## config.mk

```make
export PLATFORM = sky130hd
export DESIGN_NAME = slice_alu
export DESIGN_NICKNAME = d
export VERILOG_FILES = /design/src/rtl/slice_alu_pkg.sv /design/src/rtl/slice_alu_gate.sv /design/src/rtl/slice_alu_cell.sv /design/src/rtl/slice_alu.sv
export SDC_FILE = /design/constraint.sdc
export NUM_CORES = 1
export LEC_CHECK = 0
export ABC_AREA = 1
export ABC_CLOCK_PERIOD_IN_PS = 4200
export CAP_MARGIN = 20
export CELL_PAD_IN_SITES_DETAIL_PLACEMENT = 0
export CELL_PAD_IN_SITES_GLOBAL_PLACEMENT = 2
export CORE_AREA = 2 2 39 41
export DETAILED_ROUTE_END_ITERATION = 12
export DIE_AREA = 0 0 41 43
export DONT_BUFFER_PORTS = 1
export PLACE_DENSITY = 0.58
export SLEW_MARGIN = 20
export SYNTH_ARGS = -nofsm -noshare
export SYNTH_HDL_FRONTEND = slang
export SYNTH_SLANG_ARGS = --single-unit
```

## constraint.sdc

```tcl
create_clock -name vclk -period 4.2
set_clock_uncertainty 0.1 [all_clocks]
set_input_delay 0.63 -clock vclk [all_inputs]
set_output_delay 0.63 -clock vclk [all_outputs]
set_load 0.01 [all_outputs]
```

## src/rtl/slice_alu_pkg.sv

```systemverilog
package slice_alu_pkg;

  typedef struct packed {
    logic arith;
    logic use_b;
    logic inv_a;
  } slice_ctrl_t;

  function automatic slice_ctrl_t decode_ctrl(input logic mode, input logic [1:0] sel);
    slice_ctrl_t c;
    c.arith = mode;
    c.use_b = sel[1];
    c.inv_a = sel[0];
    return c;
  endfunction

endpackage

```

## src/rtl/slice_alu_gate.sv

```systemverilog
module slice_alu_gate
  import slice_alu_pkg::*;
(
  input  slice_ctrl_t ctrl,
  input  logic        a_bit,
  input  logic        b_bit,
  input  logic        c_bit,
  output logic        a_g,
  output logic        b_g,
  output logic        c_g
);

  always_comb begin
    a_g = a_bit ^ ctrl.inv_a;
    b_g = b_bit & ctrl.use_b;
    c_g = c_bit & ctrl.arith;
  end

  always_comb begin
    if (!ctrl.arith) begin
      assert_gate_carry_R4: assert (c_g == 1'b0)
        else $error("carry reached a logic-mode cell");
    end
  end

endmodule

```

## src/rtl/slice_alu_cell.sv

```systemverilog
module slice_alu_cell (
  input  logic a_g,
  input  logic b_g,
  input  logic c_g,
  output logic f_bit,
  output logic c_out
);

  logic half;

  always_comb begin
    half  = a_g ^ b_g;
    f_bit = half ^ c_g;
    c_out = (a_g & b_g) | (c_g & half);
  end

  always_comb begin
    assert_cell_sum_R6: assert ({c_out, f_bit} == (2'(a_g) + 2'(b_g) + 2'(c_g)))
      else $error("cell does not add its three inputs");
  end

endmodule

```

## src/rtl/slice_alu.sv

```systemverilog
module slice_alu
  import slice_alu_pkg::*;
#(
  parameter int WIDTH = 4
) (
  input  logic [WIDTH-1:0] a,
  input  logic [WIDTH-1:0] b,
  input  logic             mode,
  input  logic [1:0]       sel,
  input  logic             carry_in,
  output logic [WIDTH-1:0] f,
  output logic             carry_out
);

  localparam int CHAIN = WIDTH + 1;

  slice_ctrl_t      ctrl;
  logic [CHAIN-1:0] chain;
  logic [WIDTH-1:0] ag, bg, cg;

  assign ctrl     = decode_ctrl(mode, sel);
  assign chain[0] = carry_in;

  for (genvar i = 0; i < WIDTH; i++) begin : g_bit
    slice_alu_gate u_gate (
      .ctrl  (ctrl),
      .a_bit (a[i]),
      .b_bit (b[i]),
      .c_bit (chain[i]),
      .a_g   (ag[i]),
      .b_g   (bg[i]),
      .c_g   (cg[i])
    );
    slice_alu_cell u_cell (
      .a_g   (ag[i]),
      .b_g   (bg[i]),
      .c_g   (cg[i]),
      .f_bit (f[i]),
      .c_out (chain[i+1])
    );
  end

  assign carry_out = chain[WIDTH] & ctrl.arith;

  always_comb begin
    if (!mode) begin
      assert_logic_nocarry_R4: assert (carry_out == 1'b0)
        else $error("carry out active in logic mode");
      unique case (sel)
        2'b00: assert_pass_R1: assert (f == a) else $error("pass A wrong");
        2'b01: assert_invert_R2: assert ((f | a) == '1 && (f & a) == '0)
                 else $error("invert A wrong");
        2'b10: assert_xor_R3: assert ((f ^ b) == a) else $error("xor wrong");
        default: assert_xnor_R3: assert ((f ^ b) == ~a) else $error("xnor wrong");
      endcase
    end else if (sel == 2'b10) begin
      assert_add_R6: assert ({carry_out, f} == (CHAIN'(a) + CHAIN'(b) + CHAIN'(carry_in)))
        else $error("add wrong");
    end
  end

endmodule

```

=== Word-level counts from Yosys, hierarchy flattened ===
Index checks and enable logic that the tools add are counted.

* Bits in registers: 0
* Input port bits: 12
* Output and inout bits: 5
* Logic and storage cells: 33

* Bitwise operators: 33

{| class="wikitable"
|+ Operators by type and width
! cell !! number
|-
| $and 1x1->1 || 17
|-
| $xor 1x1->1 || 12
|-
| $or 1x1->1 || 4
|}

=== Depth between registers and ports, before layout ===
* Depth after elaboration: 14
* Depth in mapped cells: 14
* Gate-level depth less buffers: 13

=== Modules after synthesis ===
Synthesis repeated with hierarchy kept, for this count alone.

* Cells, all modules: 42
* Area total of the unflattened synthesis: 222.7 um^2

{| class="wikitable"
|+ By module, submodules not included
! module !! instances !! cells each !! area an instance (um^2) !! sequential area each (um^2)
|-
| slice_alu_gate || 4 || 9 || 33.8 || 0.0
|-
| slice_alu_cell || 4 || 1 || 20.0 || 0.0
|-
| slice_alu || 1 || 2 || 7.5 || 0.0
|}

=== Worst setup path after synthesis ===
No wires, ideal clock.

* Path type: in2out
* Start: input sel[0]
* End: output f[3]
* Arrival: 2.696 ns
* Required time: 3.470 ns
* Slack: 0.774 ns
* Stages: 14
* Path buffers: 1
* Cells stage by stage: inv_2 > nand2_1 > nand2_1 > fa_1 > nand2_1 > inv_1 > fa_1 > nand2_1 > inv_1 > fa_1 > nand2_1 > fa_1 > inv_1 > buf_4

* Longest elaborated chain between the ends: 12
* Elaborated cells on any way between the ends: 21
* Those cells by class: 21 x bitwise

{| class="wikitable"
|+ Ends and longest elaborated chain
! item !! RTL line !! RTL
|-
| start: declaration || slice_alu.sv:9 || <nowiki>input logic [1:0] sel,</nowiki>
|-
| $xor 1x1->1 || slice_alu_gate.sv:14 || <nowiki>a_g = a_bit ^ ctrl.inv_a;</nowiki>
|-
| $xor 1x1->1 || slice_alu_cell.sv:12 || <nowiki>half = a_g ^ b_g;</nowiki>
|-
| $and 1x1->1 || slice_alu_cell.sv:14 || <nowiki>c_out = (a_g & b_g) | (c_g & half);</nowiki>
|-
| $or 1x1->1 || slice_alu_cell.sv:14 ||
|-
| $and 1x1->1 || slice_alu_gate.sv:16 || <nowiki>c_g = c_bit & ctrl.arith;</nowiki>
|-
| $and 1x1->1 || slice_alu_cell.sv:14 ||
|-
| $or 1x1->1 || slice_alu_cell.sv:14 ||
|-
| $and 1x1->1 || slice_alu_gate.sv:16 ||
|-
| $and 1x1->1 || slice_alu_cell.sv:14 ||
|-
| $or 1x1->1 || slice_alu_cell.sv:14 ||
|-
| $and 1x1->1 || slice_alu_gate.sv:16 ||
|-
| $xor 1x1->1 * || slice_alu_cell.sv:13 || <nowiki>f_bit = half ^ c_g;</nowiki>
|-
| end: declaration || slice_alu.sv:11 || <nowiki>output logic [WIDTH-1:0] f,</nowiki>
|}

Mark *: on every way between the ends. The rest lies on a longest branch, timed or not.

=== Final worst setup path ===
Same ends and word-level chain as after synthesis.

==> results.yml <==
yosys:
  xor_xnor_portion_of_the_synthesized_cell_area_pct: 0
  synth.most_common_cell: "nand2_1"
  syn-num-nets: 58
  synth_cells: 42
  ys_seq_area_share_pct: 0
  muxShareOfSynthArea_pct: 0
  yosys.cell_types.count: 6
  netlist.top_cell.by_area: "fa_1"
  main_combinational_cell_family_by_area_after_synthesis: "adder cells"
  synth.avg_cell_area_um2: 5.66
  simple_gate_area_share_of_the_yosys_netlist_pct: 33.2
  yosys-top-cells-count: "20 x nand2_1, 12 x inv_1, 4 x buf_4, 4 x fa_1"
  netlist.area_leader.share_pct: 33.7
  yosys_warnings: 0
  synth_compound_gate_area_share_pct: 0
  netlist_top_cells_area: "fa_1 34%, nand2_1 32%, inv_1 19%"
  post_synth_fa_ha_maj_area_fraction_pct: 33.7
  synth.cell_area_um2: 238
drt:
  initialDrtViolationCount: 4
  detail_route.wirelength_um: 436
  wire_per_inst_um: 8.07
  drt-pass1-iter-count: 2
  remaining_drc_errors: 0
  antenna_violation_net_count_after_detailed_routing: 0
  post_drt_via_cell_ratio: 3.39
  route.vias.total: 183
power_and_ir_drop:
  cellLeakagePower_nw: 0.169
  power.density_mw_per_mm2: 96.7
  max-vdd-ir-drop_v: 0.0000139
worst_setup_path:
  critical_path_peak_fanout: 5
  crit_slowest_cell: "fa_1"
  cell_with_the_most_instances_on_the_worst_path: "nand2_1"
  critPathLaunch: "sel[0]"
  crit_buf_inv: 4
  timing.setup.critical_path_class: "primary input to output port"
  worst_ep_required_time_ns: 3.47
  cpPeakStageDelay_ns: 0.42
  worst_ep_arrival_time_ns: 2.73
  cp-end-kind: "output port"
  worst_path_dominant_cell_family: "adder cells"
  timing.critical_path.cells: "inv_2, nand2_1, nand2_1, fa_1, nand2_1, inv_1, fa_1, nand2_1, inv_1, fa_1, nand2_1, fa_1, inv_1"
  cp-start-kind: "primary input"
floorplanning:
  die_width_um: 41
  effective_utilization_at_floorplan_pct: 17.2
  core_region_area_mm2: 0.00138
  die_height_um: 43
  num_rows: 14
  num_io_pins: 17
  die_area_mm2: 0.00176
place:
  placed_cells: 54
  placement.cell_area_um2: 228
  io_buffers: 0
  replace_congestion: 0.631
  dp.final_hpwl_um: 433
grt:
  grt_pass1_vias: 160
  grt_start_max_net_pins: 6
  globalRoute.totalOverflow: 0
  grt_antenna_before_repair: 0
  wire_length_of_the_first_global_routing_pass_um: 669
  grt_use_total_pct: 5.23
finish:
  count_of_clock_net_buffers_in_the_final_layout: 0
  layoutNonFillerInstCount: 54
  final_cell_area_um2: 228
  seq_cells: 0
  regArea_um2: 0
  final_layout_size_suffix_gt1_share_pct: 2.63
  filler_cell_count: 164
  finish.net_count: 56
  area.growth.synth_to_final_pct: -4.21
  number_of_antenna_repair_diodes: 0
worst_hold_path:
  hp-start: "mode"
  hold_wc_path_type: "primary input to output port"
clock_network:
  ctsHoldBuffers: 0
  post_cts.repair.setup_buffers: 0
  post_cts_resize_count: 0
sta:
  finalHoldViolations: 0
  achievable-frequency_mhz: 289
  final.min_clock_period_ns: 3.46
  slew_violations: 0
  slew-limit-headroom_pct: 85.1
  tightestPinTransition_ns: 0.223
  rsz0062_at_grt: "false"
  tns_ns: 0
  period_share_pct: 82.4
  report.final.setup_viol: 0
status:
  status: "finished, final reports clean"
flow_run:
  max-cap-violations: 0
layout make-up:
class | count | area [um2] | area share (%)
multi-input cells | 25 | 159 | 69.8
well taps | 16 | 20.0 | 8.79
inverters | 13 | 48.8 | 21.4
report_power, final:
| part | internal, mW | total [mW] | switching (mW) |
|---|---|---|---|
| combinational | 0.00837 | 0.0220 | 0.0137 |
| sequential | 0 | 0 | 0 |
| clock | 0 | 0 | 0 |
| total | 0.00837 | 0.0220 | 0.0137 |
stage by stage:
stage	power (mW)	setup WS (ns)	hold slack, ns	utilization [%]
finish	0.0220	0.737	1.25	16.5
global route	0.0259	0.599	1.26	16.5
CTS	0.0231	0.706	1.26	16.5
detailed placement	0.0230	0.708	1.25	16.5
global placement	0.0230	0.732	1.26	16.5
floorplan	0.0269	0.774	1.24	-
kinds of logic after synthesis:
logic type	count (synthesis)
simple gates	21
buf+inv	17
fa+ha+maj	4
layer usage:
metal	wire [um]	share of wire, %	vias to the layer above	track usage, %
met3	59	14	0	0.524
met2	198	45	10	8.13
li1	-	-	101	-
met1	179	41	72	8.09
met4	0	0	0	0
met5	0	0	-	0
cells in the final DEF, fill, tap and decap left out:
cell | Yosys | layout
nand2_1 | 20 | 20
inv_1 | 12 | 12
nor2_1 | 1 | 1
inv_2 | 1 | 1
fa_1 | 4 | 4
worst paths after layout:
check	slack [ns]	cells after the start	end
max	0.74	13	f[3]
min	1.25	2	carry_out
Note: power is estimated with default switching activity, not from simulation.
